<file path="src/rtl/adc_seq_pkg.sv">
package adc_seq_pkg;

    typedef enum logic [2:0] {
        ST_IDLE,
        ST_SETUP,
        ST_CONVERT,
        ST_WAIT_LO,
        ST_WAIT_HI,
        ST_READ,
        ST_GAP
    } seq_state_e;

    typedef struct packed {
        logic cs_n;
        logic rc;
    } adc_ctrl_t;

    // Round a duration in ns up to whole clock cycles, never below one.
    function automatic int unsigned ns_to_cycles(input int unsigned ns, input int unsigned mhz);
        int unsigned c;
        c = (ns * mhz + 999) / 1000;
        return (c == 0) ? 1 : c;
    endfunction

    function automatic int unsigned max3(input int unsigned a, input int unsigned b, input int unsigned c);
        int unsigned m;
        m = (a > b) ? a : b;
        return (m > c) ? m : c;
    endfunction

    // Control line levels seen by the converter in each state.
    function automatic adc_ctrl_t ctrl_for_state(input seq_state_e s);
        adc_ctrl_t c;
        c.cs_n = 1'b1;
        c.rc   = 1'b1;
        case (s)
            ST_SETUP:   c.cs_n = 1'b0;
            ST_CONVERT: begin c.cs_n = 1'b0; c.rc = 1'b0; end
            ST_READ:    c.cs_n = 1'b0;
            default:    ;
        endcase
        return c;
    endfunction

endpackage

</file>
<file path="src/rtl/adc_busy_sync.sv">
module adc_busy_sync #(
    parameter int unsigned STAGES = 2
) (
    input  logic clk,
    input  logic rst,
    input  logic async_i,
    output logic sync_o
);
    logic [STAGES-1:0] sh_q;

    generate
        if (STAGES == 1) begin : g_one
            always_ff @(posedge clk) begin
                if (rst) sh_q <= '1;
                else     sh_q <= async_i;
            end
        end else begin : g_chain
            always_ff @(posedge clk) begin
                if (rst) sh_q <= '1;
                else     sh_q <= {sh_q[STAGES-2:0], async_i};
            end
        end
    endgenerate

    assign sync_o = sh_q[STAGES-1];
endmodule

</file>
<file path="src/rtl/adc_interval_timer.sv">
module adc_interval_timer #(
    parameter int unsigned GAP_CYC = 250
) (
    input  logic clk,
    input  logic rst,
    input  logic restart_i,
    output logic ok_o
);
    localparam int unsigned W = $clog2(GAP_CYC + 1);
    localparam logic [W-1:0] LAST = W'(GAP_CYC - 1);

    logic [W-1:0] cnt_q;

    always_ff @(posedge clk) begin
        if (rst)             cnt_q <= LAST;
        else if (restart_i)  cnt_q <= '0;
        else if (cnt_q != LAST) cnt_q <= cnt_q + 1'b1;
    end

    assign ok_o = (cnt_q == LAST);

    generate
        if (GAP_CYC > 1) begin : g_chk
            // A fresh convert command closes the window.
            assert_gap_closes_R4: assert property (@(posedge clk) disable iff (rst)
                restart_i |=> !ok_o);
        end
    endgenerate
endmodule

</file>
<file path="src/rtl/adc_seq_fsm.sv">
module adc_seq_fsm
    import adc_seq_pkg::*;
#(
    parameter int unsigned DATA_W    = 16,
    parameter int unsigned SETUP_CYC = 1,
    parameter int unsigned PULSE_CYC = 2,
    parameter int unsigned READ_CYC  = 2,
    parameter int unsigned TMO_CYC   = 1000
) (
    input  logic              clk,
    input  logic              rst,
    input  logic              start_i,
    input  logic              free_run_i,
    input  logic              busy_s_i,
    input  logic [DATA_W-1:0] data_i,
    input  logic              gap_ok_i,
    output logic              gap_restart_o,
    output logic              cs_n_o,
    output logic              rc_o,
    output logic [DATA_W-1:0] result_o,
    output logic              valid_o,
    output logic              err_o
);
    localparam int unsigned CW = $clog2(max3(SETUP_CYC, PULSE_CYC, READ_CYC) + 1);
    localparam int unsigned TW = $clog2(TMO_CYC + 1);

    seq_state_e        state_q, state_d;
    logic [CW-1:0]     cnt_q;
    logic [TW-1:0]     tmo_q;
    logic              pend_q, err_q, valid_q;
    logic [DATA_W-1:0] res_q;
    adc_ctrl_t         ctrl_q;
    logic              launch, tmo_hit, tmo_fire, capture, in_wait;

    always_comb begin
        launch  = (state_q == ST_IDLE) && (pend_q || free_run_i) && gap_ok_i && busy_s_i;
        tmo_hit = (tmo_q == TW'(TMO_CYC - 1));
        in_wait = (state_q == ST_WAIT_LO) || (state_q == ST_WAIT_HI);
        state_d = state_q;
        unique case (state_q)
            ST_IDLE:    if (launch) state_d = ST_SETUP;
            ST_SETUP:   if (cnt_q == CW'(SETUP_CYC - 1)) state_d = ST_CONVERT;
            ST_CONVERT: if (cnt_q == CW'(PULSE_CYC - 1)) state_d = ST_WAIT_LO;
            ST_WAIT_LO: if (!busy_s_i) state_d = ST_WAIT_HI;
                        else if (tmo_hit) state_d = ST_IDLE;
            ST_WAIT_HI: if (busy_s_i) state_d = ST_READ;
                        else if (tmo_hit) state_d = ST_IDLE;
            ST_READ:    if (cnt_q == CW'(READ_CYC - 1)) state_d = ST_GAP;
            ST_GAP:     if (gap_ok_i) state_d = ST_IDLE;
            default:    state_d = ST_IDLE;
        endcase
        tmo_fire      = in_wait && (state_d == ST_IDLE);
        capture       = (state_q == ST_READ) && (state_d == ST_GAP);
        gap_restart_o = (state_d == ST_CONVERT) && (state_q != ST_CONVERT);
    end

    always_ff @(posedge clk) begin
        if (rst) begin
            state_q <= ST_IDLE;
            cnt_q   <= '0;
            tmo_q   <= '0;
            pend_q  <= 1'b0;
            err_q   <= 1'b0;
            valid_q <= 1'b0;
            res_q   <= '0;
            ctrl_q  <= ctrl_for_state(ST_IDLE);
        end else begin
            state_q <= state_d;
            cnt_q   <= (state_d != state_q) ? '0 : cnt_q + 1'b1;
            if (state_q == ST_CONVERT) tmo_q <= '0;
            else if (in_wait)          tmo_q <= tmo_q + 1'b1;
            pend_q  <= launch ? 1'b0 : (pend_q | start_i);
            if (launch)        err_q <= 1'b0;
            else if (tmo_fire) err_q <= 1'b1;
            valid_q <= capture;
            if (capture) res_q <= data_i;
            ctrl_q  <= ctrl_for_state(state_d);
        end
    end

    assign cs_n_o   = ctrl_q.cs_n;
    assign rc_o     = ctrl_q.rc;
    assign result_o = res_q;
    assign valid_o  = valid_q;
    assign err_o    = err_q;

    // A stalled BUSY wait ends in idle with the error flag and lines high.
    assert_timeout_idle_R8: assert property (@(posedge clk) disable iff (rst)
        (((state_q == ST_WAIT_LO) && busy_s_i) || ((state_q == ST_WAIT_HI) && !busy_s_i)) && tmo_hit
        |=> (state_q == ST_IDLE) && err_o && cs_n_o && rc_o);

    // A result strobe only follows a read cycle.
    assert_valid_after_read_R6: assert property (@(posedge clk) disable iff (rst)
        valid_o |-> ($past(state_q) == ST_READ) && !$past(valid_o));
endmodule

</file>
<file path="src/rtl/adc_conv_seq.sv">
module adc_conv_seq
    import adc_seq_pkg::*;
#(
    parameter int unsigned CLK_MHZ    = 50,
    parameter int unsigned DATA_W     = 16,
    parameter int unsigned SYNC_STG   = 2,
    parameter int unsigned PULSE_NS   = 40,
    parameter int unsigned SETUP_NS   = 10,
    parameter int unsigned READ_NS    = 40,
    parameter int unsigned GAP_NS     = 5000,
    parameter int unsigned TIMEOUT_NS = 20000
) (
    input  logic              clk,
    input  logic              rst,
    input  logic              start_i,
    input  logic              free_run_i,
    input  logic              adc_busy_i,
    input  logic [DATA_W-1:0] adc_data_i,
    output logic              adc_cs_n_o,
    output logic              adc_rc_o,
    output logic [DATA_W-1:0] result_o,
    output logic              result_valid_o,
    output logic              timeout_err_o
);
    localparam int unsigned PULSE_CYC = ns_to_cycles(PULSE_NS, CLK_MHZ);
    localparam int unsigned SETUP_CYC = ns_to_cycles(SETUP_NS, CLK_MHZ);
    localparam int unsigned READ_CYC  = ns_to_cycles(READ_NS, CLK_MHZ);
    localparam int unsigned GAP_CYC   = ns_to_cycles(GAP_NS, CLK_MHZ);
    localparam int unsigned TMO_CYC   = ns_to_cycles(TIMEOUT_NS, CLK_MHZ);

    logic busy_s, gap_ok, gap_restart;

    adc_busy_sync #(.STAGES(SYNC_STG)) u_sync (
        .clk(clk), .rst(rst), .async_i(adc_busy_i), .sync_o(busy_s)
    );

    adc_interval_timer #(.GAP_CYC(GAP_CYC)) u_gap (
        .clk(clk), .rst(rst), .restart_i(gap_restart), .ok_o(gap_ok)
    );

    adc_seq_fsm #(
        .DATA_W(DATA_W), .SETUP_CYC(SETUP_CYC), .PULSE_CYC(PULSE_CYC),
        .READ_CYC(READ_CYC), .TMO_CYC(TMO_CYC)
    ) u_fsm (
        .clk(clk), .rst(rst), .start_i(start_i), .free_run_i(free_run_i),
        .busy_s_i(busy_s), .data_i(adc_data_i), .gap_ok_i(gap_ok),
        .gap_restart_o(gap_restart), .cs_n_o(adc_cs_n_o), .rc_o(adc_rc_o),
        .result_o(result_o), .valid_o(result_valid_o), .err_o(timeout_err_o)
    );

    // Port-level protocol checkers.
    localparam int unsigned LW = $clog2(PULSE_CYC + 1);
    localparam int unsigned GW = $clog2(GAP_CYC + 1);

    logic          conv_lo, conv_lo_d, conv_rise, seen_q;
    logic [LW-1:0] lo_run_q;
    logic [GW-1:0] since_q;

    assign conv_lo   = !adc_cs_n_o && !adc_rc_o;
    assign conv_rise = conv_lo && !conv_lo_d;

    always_ff @(posedge clk) begin
        if (rst) begin
            conv_lo_d <= 1'b0;
            lo_run_q  <= '0;
            since_q   <= '0;
            seen_q    <= 1'b0;
        end else begin
            conv_lo_d <= conv_lo;
            if (!conv_lo)                      lo_run_q <= '0;
            else if (lo_run_q != LW'(PULSE_CYC)) lo_run_q <= lo_run_q + 1'b1;
            if (conv_rise) begin
                since_q <= GW'(1);
                seen_q  <= 1'b1;
            end else if (since_q != GW'(GAP_CYC)) begin
                since_q <= since_q + 1'b1;
            end
        end
    end

    assert_pulse_width_R1: assert property (@(posedge clk) disable iff (rst)
        $fell(conv_lo) |-> (lo_run_q == LW'(PULSE_CYC)));

    assert_cs_setup_R2: assert property (@(posedge clk) disable iff (rst)
        $fell(adc_rc_o) |-> $past(!adc_cs_n_o) && !adc_cs_n_o);

    assert_release_R3: assert property (@(posedge clk) disable iff (rst)
        $rose(busy_s) |-> !conv_lo);

    assert_spacing_R4: assert property (@(posedge clk) disable iff (rst)
        conv_rise |-> (!seen_q || (since_q == GW'(GAP_CYC))));

    assert_idle_converter_R5: assert property (@(posedge clk) disable iff (rst)
        conv_rise |-> busy_s);
endmodule

</file>
<file path="config.mk">
export PLATFORM = sky130hd
export DESIGN_NAME = adc_conv_seq
export DESIGN_NICKNAME = d
export VERILOG_FILES = /design/src/rtl/adc_seq_pkg.sv /design/src/rtl/adc_busy_sync.sv /design/src/rtl/adc_interval_timer.sv /design/src/rtl/adc_seq_fsm.sv /design/src/rtl/adc_conv_seq.sv
export SDC_FILE = /design/constraint.sdc
export NUM_CORES = 1
export LEC_CHECK = 0
export ABC_CLOCK_PERIOD_IN_PS = 2100
export BUFFER_PORTS_ARGS = -buffer_cell sky130_fd_sc_hd__buf_4
export CORE_MARGIN = 4
export CORE_UTILIZATION = 49
export DETAILED_ROUTE_END_ITERATION = 16
export PLACE_DENSITY = 0.78
export SYNTH_ARGS = -nofsm -noshare
export SYNTH_HDL_FRONTEND = slang
export SYNTH_SLANG_ARGS = --single-unit
</file>
<file path="constraint.sdc">
create_clock -name clk -period 2.1 [get_ports clk]
set_clock_uncertainty 0.2 [all_clocks]
set_input_delay 0.105 -clock clk [delete_from_list [all_inputs] [get_ports clk]]
set_output_delay 0.105 -clock clk [all_outputs]
set_load 0.02 [all_outputs]
</file>
==> flow_summary.rst, run 1 <==
.. list-table::
   :header-rows: 1

   * - Metric
     - Value
   * - CP Class
     - register to register
   * - Number of vias after detailed routing
     - 1,863
   * - Number of antenna diodes
     - 0
   * - Hold Path Class
     - register to register
   * - Minimum clock period after layout
     - 2.047 ns
   * - Depth of the CTS H-tree
     - 2
   * - Number of nets in the layout
     - 333
   * - Post-placement setup slack
     - 0.05497 ns
   * - Asr flop ratio synth
     - 0%
   * - Netlist area before placement
     - 2048 µm²
   * - Total clock sinks
     - 46
   * - Total overflow reported by the global router
     - 0
   * - Core region area
     - 4029 µm²
   * - Required time of the critical path
     - roughly 2.1 ns
   * - Layout-stage area growth over the synthesis result
     - 36.90%
   * - Maximum number of pins on one net before global-route repair
     - 30
   * - Via count of the first global-routing pass
     - 1,708
   * - Unrepaired setup endpoints after global routing
     - yes
   * - Routed Wire Length
     - 5057 µm
   * - Average size of a mapped cell
     - between 8 and 9 µm²
   * - Final RePlAce weighted congestion
     - 0.9198
   * - Port-buffer cells
     - 40
   * - Final count of negative-setup-slack endpoints
     - 0
   * - Layout Utilization
     - approximately 70%
   * - Average wire length per cell after detail routing
     - roughly 14 µm
   * - Arrival time of the worst setup path
     - 2.04 ns
   * - Run status
     - completed
   * - Top post-synthesis cells by count
     - 46 x sky130_fd_sc_hd__dfxtp_1, 37 x sky130_fd_sc_hd__nand2_1, 24 x sky130_fd_sc_hd__a21oi_1
   * - Global-route usage over all layers
     - 18.72%
   * - Number of different library cells in the post-synthesis netlist
     - 42
   * - Number of antenna violations at the first check in global routing
     - 0
   * - Hold slack
     - 0.2133 ns
   * - Via-to-Cell Ratio
     - 5.218
   * - Most repeated library cell on the critical path
     - sky130_fd_sc_hd__nor2_1
   * - Total count of hold-check failures in the final report
     - 0
   * - Number of synthesized flops with an enable pin
     - 0
   * - Synth Net Count
     - 265
   * - Sequential fraction of the synthesis area
     - 44.96%
   * - Largest cells by area after synthesis
     - sky130_fd_sc_hd__dfxtp_1 45%, sky130_fd_sc_hd__nand2_1 6.8%, sky130_fd_sc_hd__a21oi_1 5.9%, sky130_fd_sc_hd__nor2_1 4.2%, sky130_fd_sc_hd__ha_1 3.1%
   * - Worst Setup Slack, final
     - 0.05297 ns
   * - Slowest library cell on the worst path
     - sky130_fd_sc_hd__a2111oi_1
   * - Slowest stage delay, CP
     - 0.58 ns
   * - Number of setup buffers added after CTS
     - 0
   * - Top_reg_cell synth
     - sky130_fd_sc_hd__dfxtp_1
   * - Number of nets with antenna violations after detailed routing
     - 0
   * - Buffers and inverters on the worst path
     - 1
   * - Final-report max-slew violation count
     - 0
   * - Max transition margin
     - 60.62%
   * - YS warnings
     - 0
   * - Buffers from clock root to sink, at most
     - 2
   * - Synthesized instance count
     - roughly 240
   * - I/O pin count
     - 41
   * - Total power draw
     - 2.577 mW
   * - Top-area cell type share of the netlist area
     - between 40 and 50%
   * - Worst setup EP type
     - register
   * - Biggest fanout along the worst timing path
     - 6
   * - Worst Setup Start Kind
     - register
   * - Cell area after layout
     - 2804 µm²
   * - Root buffer selected by CTS
     - sky130_fd_sc_hd__clkbuf_8
   * - Clock tree from TritonCTS
     - yes
   * - Post-detail-place hpwl
     - 3216 µm
   * - First DRT Iteration DRCs
     - 84
   * - FP Rows
     - 23
   * - Cell chain of the critical path
     - ha_1 -> nor2_1 -> a2111oi_1 -> a2111oi_2 -> o31ai_4 -> buf_4 -> nor2_1
   * - Cell Pwr Density
     - a little over 900 nW/µm²
   * - Maximum capacitance violations
     - 0
   * - Clock Pin Slew Worst Setup and Hold Paths
     - roughly 0.08 ns
   * - Y dimension of the die
     - 72.66 µm
   * - Inserted Clock Buffers
     - 5
   * - Peak supply drop
     - 0.0006950 V
   * - Wire length of the first global-routing pass
     - approximately 7700 µm
   * - DRC viols
     - 0
   * - Maximum clock frequency
     - 488.5 MHz
   * - Die outline area
     - 5279 µm²
   * - Effective utilization at floorplan
     - 50.84%
   * - Leakage Power
     - between 1 and 1.5 nW
   * - Synth area leader
     - sky130_fd_sc_hd__dfxtp_1
   * - Die width
     - ~73 µm
   * - Top cell family by delay on the critical path
     - compound AO/OA/AOI/OAI gates
   * - Count of state elements after synthesis
     - 46
   * - Slew at the pin closest to its max-slew limit
     - 0.5891 ns
   * - Fraction of final layout cells with drive strength greater than 1
     - 25.08%
   * - Placement Cell Area
     - 2452 µm²
   * - Clock latency reported for the late side of the worst-skew pair
     - roughly 0.30 ns
   * - Count of TritonRoute iterations in the first routing pass
     - 4
   * - Count leader, synth
     - sky130_fd_sc_hd__dfxtp_1
   * - Ratio of final minimum period to clock period
     - 97.48%
per-stage QoR:
stage          TNS, ns  instances
3_5_place_dp         0        330
4_1_cts              0        356
2_1_floorplan        0        239
3_3_place_gp         0        330
6_report             0        357
5_1_grt        -0.2464        357
layout by cell type, fill, tap and decap left out, types with 3 or more instances in the layout:
master                          Yosys  layout
sky130_fd_sc_hd__inv_1              7       7
sky130_fd_sc_hd__nand3b_1           3       3
sky130_fd_sc_hd__buf_4              0      53
sky130_fd_sc_hd__xnor2_1            6       6
sky130_fd_sc_hd__nor3_1             4       4
sky130_fd_sc_hd__o211ai_1           2       3
sky130_fd_sc_hd__xor2_1             6       6
sky130_fd_sc_hd__or3_1              5       5
sky130_fd_sc_hd__a21oi_1           24      24
sky130_fd_sc_hd__nand3_1            5       5
sky130_fd_sc_hd__nor2b_1            4       4
sky130_fd_sc_hd__nor2_1            23      23
sky130_fd_sc_hd__or2_2              3       3
sky130_fd_sc_hd__ha_1               5       5
sky130_fd_sc_hd__dfxtp_1           46      44
sky130_fd_sc_hd__nand2_1           37      37
sky130_fd_sc_hd__o21ai_0           12      12
sky130_fd_sc_hd__nand4_1            6       6
sky130_fd_sc_hd__clkbuf_8           0       6
sky130_fd_sc_hd__dlygate4sd3_1      0      19
state kept, by name, indices dropped and copies added (netlist names), 2 cells and up:
register,cells
u_gap.cnt_q,8
u_fsm.tmo_q,10
u_fsm.state_q,3
u_sync.sh_q,2
u_fsm.result_o,16
u_fsm.cnt_q,2
what timing repair did:
action                     in CTS  in global routing
hold buffers                   19                  0
resized for setup               0                 10
hold endpoints to repair       22                  0
setup endpoints to repair       0                  8
worst paths after layout:
check,from,end,slack [ns],depth (start not counted)
setup / recovery,u_fsm.cnt_q[0],u_fsm.cnt_q[0],0.05,7
hold / removal,u_sync.sh_q[0],u_sync.sh_q[1],0.21,1
setup reg to reg,u_fsm.cnt_q[0],u_fsm.cnt_q[0],0.05,7
hold reg to reg,u_sync.sh_q[0],u_sync.sh_q[1],0.21,1
power breakdown:
part | switching [mW] | total (mW) | internal [mW] | leakage (nW)
Clock | 0.274 | 0.655 | 0.381 | 0.0573
Combinational | 0.434 | 0.860 | 0.426 | 0.666
Sequential | 0.0862 | 1.06 | 0.976 | 0.374
Total | 0.794 | 2.58 | 1.78 | 1.10
metal layers:
layer	part of all wire (%)	global-route usage (%)	wire, µm	up-vias
met3	2.8	3.719	141	10
met5	0	0	0	-
met2	53	32.16	2658	32
met1	42	22.79	2134	858
li1	-	-	-	963
met4	2.4	7.582	122	0
cell families after synthesis:
group | after synthesis | share of synthesized area (%)
DFF | 46 | 44.96
adders and majority gates | 5 | 3.054
and+or+nand+nor | 105 | 26.51
buffers and inverters | 19 | 4.032
muxes | 2 | 0.9774
xor gates and xnor gates | 12 | 5.131
AOI/OAI and AO/OA | 50 | 15.33
cell type report:
type | instances | area (µm²)
inverters | 7 | 26.28
well taps | 50 | 62.56
clock inverters | 1 | 30.03
flip-flops and latches | 46 | 923.4
repair buffers | 72 | 588.1
clock buffers | 6 | 82.58
multi-input cells | 175 | 1091
fillers | 330 | 1225
(Power assumes the default switching activity.)
==> inputs of run 2 (changes only) <==
CELL_PAD_IN_SITES_DETAIL_PLACEMENT = 0   (was default)
CELL_PAD_IN_SITES_GLOBAL_PLACEMENT = 1   (was default)
CORE_UTILIZATION = 36   (was 49)
PLACE_DENSITY = 0.77   (was 0.78)
==> flow_summary.rst, run 2 (synthesis results as in run 1) <==
.. list-table::
   :header-rows: 1

   * - Metric
     - Value
   * - Run status
     - completed
   * - Count of TritonRoute iterations in the first routing pass
     - 4
   * - Total power draw
     - approximately 2.6 mW
   * - Slowest stage delay, CP
     - about 0.52 ns
   * - Depth of the CTS H-tree
     - 2
   * - Reg2Reg Setup Slack
     - 0.13 ns
   * - Footprint of the multi-input gates
     - 1060 µm²
   * - Maximum clock frequency
     - ~500 MHz
   * - DRC viols
     - 0
   * - Slowest library cell on the worst path
     - sky130_fd_sc_hd__or4b_4
   * - Slew at the pin closest to its max-slew limit
     - 0.5356 ns
   * - Peak supply drop
     - a little under 0.0008 V
   * - Final-report max-slew violation count
     - 0
   * - Number of vias after detailed routing
     - between 1,500 and 2,000
   * - Routed Wire Length
     - 4761 µm
   * - Global-route usage over all layers
     - a little over an eighth
   * - Number of antenna violations at the first check in global routing
     - 0
   * - Worst setup EP type
     - register
   * - Die outline area
     - 6961 µm²
   * - Cell Pwr Density
     - roughly 910 nW/µm²
   * - Maximum capacitance violations
     - 0
   * - Total clock sinks
     - 46
   * - FP Rows
     - 27
   * - Average wire length per cell after detail routing
     - 12.43 µm
   * - Number of setup buffers added after CTS
     - 0
   * - Sequential cell area in the final layout
     - between 900 and 1000 µm²
   * - First DRT Iteration DRCs
     - 41
   * - Clock Pin Slew Worst Setup and Hold Paths
     - 0.08 ns
   * - Layout-stage area growth over the synthesis result
     - 38.42%
   * - Endpoint of the worst hold path
     - u_fsm.pend_q
   * - Buffers from clock root to sink, at most
     - 2
   * - Via count of the first global-routing pass
     - between 1,500 and 2,000
   * - Effective utilization at floorplan
     - 37.20%
   * - Endpoint of the worst-slack reg-to-reg timing path
     - u_fsm.cs_n_o
   * - Required time of the critical path
     - 2.09 ns
   * - Ratio of final minimum period to clock period
     - 93.99%
   * - Clock tree from TritonCTS
     - yes
   * - Y dimension of the die
     - 83.43 µm
   * - Arrival time of the worst setup path
     - between 1.5 and 2 ns
   * - Highest-count cells in the layout ignoring fill and taps
     - 58 x sky130_fd_sc_hd__buf_4, 46 x sky130_fd_sc_hd__dfxtp_1, 37 x sky130_fd_sc_hd__nand2_1
   * - Hold Path Class
     - input port to register
   * - Die width
     - between 80 and 90 µm
   * - Maximum number of pins on one net before global-route repair
     - 30
   * - Post-placement setup slack
     - about 0.12 ns
   * - Total count of hold-check failures in the final report
     - 0
   * - Fraction of final layout cells with drive strength greater than 1
     - around a quarter
   * - Cells on Worst Hold Path
     - 5
   * - Number of nets in the layout
     - 337
   * - Unrepaired setup endpoints after global routing
     - no
   * - I/O pin count
     - 41
   * - Leakage Power
     - about 1.1 nW
   * - Inserted Clock Buffers
     - 5
   * - Via-to-Cell Ratio
     - 4.804
   * - Layout Utilization
     - just over 50%
   * - Final RePlAce weighted congestion
     - roughly 0.81
   * - Core region area
     - 5507 µm²
   * - Number of flip-flops in the largest register
     - 16
   * - Final-layout setup total negative slack
     - 0 ns
   * - Most common library cell in the layout ignoring fill and taps
     - sky130_fd_sc_hd__buf_4
   * - Number of filler instances in the final layout
     - 534
   * - Post-detail-place hpwl
     - around 3400 µm
   * - Root buffer selected by CTS
     - sky130_fd_sc_hd__clkbuf_8
   * - Hold slack
     - 0.2222 ns
   * - Beginning of the worst hold path
     - free_run_i
   * - Worst Setup Start Kind
     - register
   * - Port-buffer cells
     - 40
   * - Launch instance of the worst register-to-register path
     - u_fsm.state_q[1]
   * - Minimum clock period after layout
     - 1.974 ns
   * - Clock latency reported for the late side of the worst-skew pair
     - just under 0.3 ns
   * - Final count of negative-setup-slack endpoints
     - 0
   * - CP Class
     - register to register
   * - Number of cells traversed by the worst register-to-register path
     - 5
   * - Wire length of the first global-routing pass
     - around 8000 µm
   * - Number of nets with antenna violations after detailed routing
     - 0
   * - Number of antenna diodes
     - 0
   * - Cell chain of the critical path
     - or4b_4 -> nor4_4 -> a21o_4 -> o221ai_2 -> o2bb2a_4
   * - Worst Setup Slack, final
     - 0.1263 ns
   * - Total overflow reported by the global router
     - 0
   * - Max transition margin
     - 64.13%
   * - Biggest fanout along the worst timing path
     - 7
-- run 2: cell types whose count changed in the layout (fill, tap and decap cells not counted), moves of 2 or more --
cell / previous run / this run
sky130_fd_sc_hd__buf_4: 53 / 58
sky130_fd_sc_hd__a2111oi_0: 0 / 2
sky130_fd_sc_hd__dfxtp_1: 44 / 46
sky130_fd_sc_hd__dfxtp_2: 2 / 0
-- run 2: power by group --
part	leakage [nW]	internal, mW	switching (mW)	total [mW]
Clock	0.0573	0.381	0.279	0.660
Combinational	0.688	0.435	0.413	0.848
Sequential	0.374	0.975	0.0832	1.06
-- run 2: layer usage --
layer  vias to the layer above  part of all wire, %  wire length [µm]  GRT usage (%)
li1                        966                    -                 -              -
met1                       856                   46              2170          16.45
met2                        14                   51              2440          24.49
met3                         4                  2.0                97          2.976
met4                         0                  1.1                53          4.094
met5                         -                    0                 0              0
-- run 2: layout make-up --
| cell class | count | area share, % |
|---|---|---|
| multi-input combinational | 174 | 37.38 |
| sequential | 46 | 32.48 |
| timing repair buffer | 77 | 22.07 |
| tap | 72 | 3.177 |
| clock buffer | 6 | 2.913 |
| clock inverter | 1 | 1.059 |
| inverter | 7 | 0.9267 |
-- run 2: worst max-delay path by stage --
stage,start,endpoint,cells after the start
floorplan,u_fsm.cnt_q[0],u_fsm.cs_n_o,8
global placement,u_fsm.state_q[0],u_fsm.cs_n_o,5
finish,u_fsm.state_q[1],u_fsm.cs_n_o,5
CTS,u_fsm.cnt_q[0],u_fsm.cs_n_o,7
detailed placement,u_fsm.cnt_q[0],u_fsm.cs_n_o,7
global route,u_fsm.state_q[1],u_fsm.cs_n_o,5
-- run 2: critical path: cells and delay by family, from the launching register on --
kind	cells	cell delay (ns)
DFF	1	0.39
AOI/OAI and AO/OA	3	0.46
and+or+nand+nor	2	0.82
-- run 2: repair_timing --
action / 4_1_cts / 5_1_grt
hold buffers: 19 / 0
endpoints found under the setup margin: 0 / 2
resized for setup: 0 / 3
endpoints found under the hold margin: 21 / 0
-- run 2: metrics by stage --
step / cells / cell area, µm²
2_1_floorplan: 239 / 2048
3_3_place_gp: 357 / 2517
3_5_place_dp: 357 / 2517
4_1_cts: 383 / 2820
5_1_grt: 383 / 2835
6_report: 383 / 2835
==> inputs of run 3 (changes only) <==
CORE_UTILIZATION = 38   (was 36)
CTS_BUF_LIST = sky130_fd_sc_hd__clkbuf_4 sky130_fd_sc_hd__clkbuf_8   (was default)
PLACE_DENSITY = 0.81   (was 0.77)
==> flow_summary.rst, run 3 (synthesis results as in run 1) <==
.. list-table::
   :header-rows: 1

   * - Metric
     - Value
   * - Run status
     - completed
   * - Cell chain of the critical path
     - or4b_4 -> nor4_4 -> a21o_4 -> o221ai_2 -> o2bb2a_4
   * - Cell Pwr Density
     - 898.7 nW/µm²
   * - Number of antenna violations at the first check in global routing
     - 0
   * - Total power draw
     - 2.522 mW
   * - Port-buffer cells
     - 40
   * - Highest-count cells in the layout ignoring fill and taps
     - 53 x sky130_fd_sc_hd__buf_4, 46 x sky130_fd_sc_hd__dfxtp_1, 37 x sky130_fd_sc_hd__nand2_1
   * - Placement Cell Area
     - 2477 µm²
   * - Maximum number of pins on one net before global-route repair
     - 30
   * - FP Rows
     - 26
   * - Total count of hold-check failures in the final report
     - 0
   * - Cell area after layout
     - 2806 µm²
   * - Inserted Clock Buffers
     - 5
   * - Ratio of final minimum period to clock period
     - between 90% and 100%
   * - Number of vias after detailed routing
     - ~1,800
   * - Beginning of the worst hold path
     - u_sync.sh_q[0]
   * - Logic depth of the worst path, buffers included
     - 5
   * - Hold Path Class
     - register to register
   * - Number of nets in the layout
     - 333
   * - Number of nets with antenna violations after detailed routing
     - 0
   * - Number of cells traversed by the worst register-to-register path
     - 5
   * - Worst Setup Start Kind
     - register
   * - Clock latency reported for the late side of the worst-skew pair
     - 0.29 ns
   * - Minimum clock period after layout
     - 2.012 ns
   * - Maximum capacitance violations
     - 0
   * - Core region area
     - just over 5000 µm²
   * - CP Class
     - register to register
   * - Slowest library cell on the worst path
     - sky130_fd_sc_hd__or4b_4
   * - Peak supply drop
     - around 0.0007 V
   * - Die outline area
     - approximately 6600 µm²
   * - Maximum clock frequency
     - 497.0 MHz
   * - Final-report max-slew violation count
     - 0
   * - Y dimension of the die
     - 81.42 µm
   * - Routed Wire Length
     - about 4700 µm
   * - Layout Utilization
     - around 54%
   * - Post-detail-place hpwl
     - 3221 µm
   * - Total clock sinks
     - 46
   * - Max transition margin
     - 64.39%
   * - Via count of the first global-routing pass
     - 1,765
   * - Clock tree from TritonCTS
     - yes
   * - Launch instance of the worst register-to-register path
     - u_fsm.state_q[0]
   * - Effective utilization at floorplan
     - 39.60%
   * - Final cell count without fillers
     - 377
   * - Count of TritonRoute iterations in the first routing pass
     - 4
   * - Number of flip-flops in the largest register
     - 16
   * - Most common library cell in the layout ignoring fill and taps
     - sky130_fd_sc_hd__buf_4
   * - Die width
     - between 80 and 90 µm
   * - Fraction of final layout cells with drive strength greater than 1
     - 23.45%
   * - I/O pin count
     - slightly above 40
   * - Required time of the critical path
     - 2.09 ns
   * - Layout-stage area growth over the synthesis result
     - 37.02%
   * - Unrepaired setup endpoints after global routing
     - yes
   * - Buffers and inverters on the worst path
     - 0
   * - Final count of negative-setup-slack endpoints
     - 0
   * - Number of placed cells counting well taps
     - 350
   * - Arrival time of the worst setup path
     - 2.00 ns
   * - Biggest fanout along the worst timing path
     - 8
   * - Total overflow reported by the global router
     - 0
   * - Average wire length per cell after detail routing
     - 12.41 µm
   * - Via-to-Cell Ratio
     - slightly below 5
   * - Final RePlAce weighted congestion
     - 0.8325
   * - Start point of the critical path
     - u_fsm.state_q[0]
   * - Slowest stage delay, CP
     - 0.56 ns
   * - Number of antenna diodes
     - 0
   * - DRC viols
     - 0
   * - Slew at the pin closest to its max-slew limit
     - 0.5307 ns
   * - Wire length of the first global-routing pass
     - roughly 8000 µm
   * - Root buffer selected by CTS
     - sky130_fd_sc_hd__clkbuf_8
   * - Top cell family by delay on the critical path
     - simple AND/OR/NAND/NOR gates
   * - Cells on Worst Hold Path
     - 1
   * - Number of setup buffers added after CTS
     - 0
   * - Depth of the CTS H-tree
     - 2
   * - Buffers from clock root to sink, at most
     - 2
   * - Global-route usage over all layers
     - between 10% and 20%
   * - Clock Pin Slew Worst Setup and Hold Paths
     - 0.08 ns
   * - Worst setup EP type
     - register
   * - First DRT Iteration DRCs
     - slightly below 80
   * - Leakage Power
     - 1.099 nW
## run 3: cell count changes in the layout (fill, tap and decap cells not counted), sizes merged
cell,delta
buf,-5
o211ai,+1
## run 3: through the flow
step,setup TNS (ns),hold slack (ns),setup slack (ns)
after global routing,-0.05023,0.2485,-0.02465
after floorplan,0,0.008811,0.09733
after detailed placement,0,0.09327,0.1099
after global placement,0,0.08966,0.1229
after CTS,0,0.2134,0.07346
final,0,0.2110,0.08790
## run 3: timing repair
action	4_1_cts	5_1_grt
endpoints found under the hold margin	22	0
resized for setup	0	3
hold buffers	19	0
endpoints found under the setup margin	0	5
## run 3: final cells by class
class | instances | area, µm²
Tap cell | 70 | 87.58
Fill cell | 489 | 2366
Sequential cell | 46 | 920.9
Clock buffer | 6 | 82.58
Multi-Input combinational cell | 175 | 1071
Inverter | 7 | 26.28
Clock inverter | 1 | 30.03
Timing Repair Buffer | 72 | 588.1
## run 3: path summary, 6_finish.rpt
kind                    end  slack (ns)
min          u_sync.sh_q[1]        0.21
max            u_fsm.cs_n_o        0.09
min reg2reg  u_sync.sh_q[1]        0.21
max reg2reg    u_fsm.cs_n_o        0.09
## run 3: per-layer routing
metal	GRT usage (%)	vias up	wire length [µm]
met5	0	-	0
met4	6.081	0	88
met3	3.618	10	131
met2	25.57	25	2341
met1	18.24	841	2117
li1	-	964	-
## run 3: worst register-to-register path: stages, from the launching register on
cell and delay, ns:
sky130_fd_sc_hd__dfxtp_1 0.39, sky130_fd_sc_hd__or4b_4 0.56, sky130_fd_sc_hd__nor4_4 0.29, sky130_fd_sc_hd__a21o_4 0.15, sky130_fd_sc_hd__o221ai_2 0.09, sky130_fd_sc_hd__o2bb2a_4 0.23
## run 3: report_power, final
group	total, mW	switching (mW)	leakage (nW)	internal (mW)
combinational	0.802	0.404	0.668	0.397
sequential	1.06	0.0860	0.374	0.975
clock	0.659	0.278	0.0573	0.381
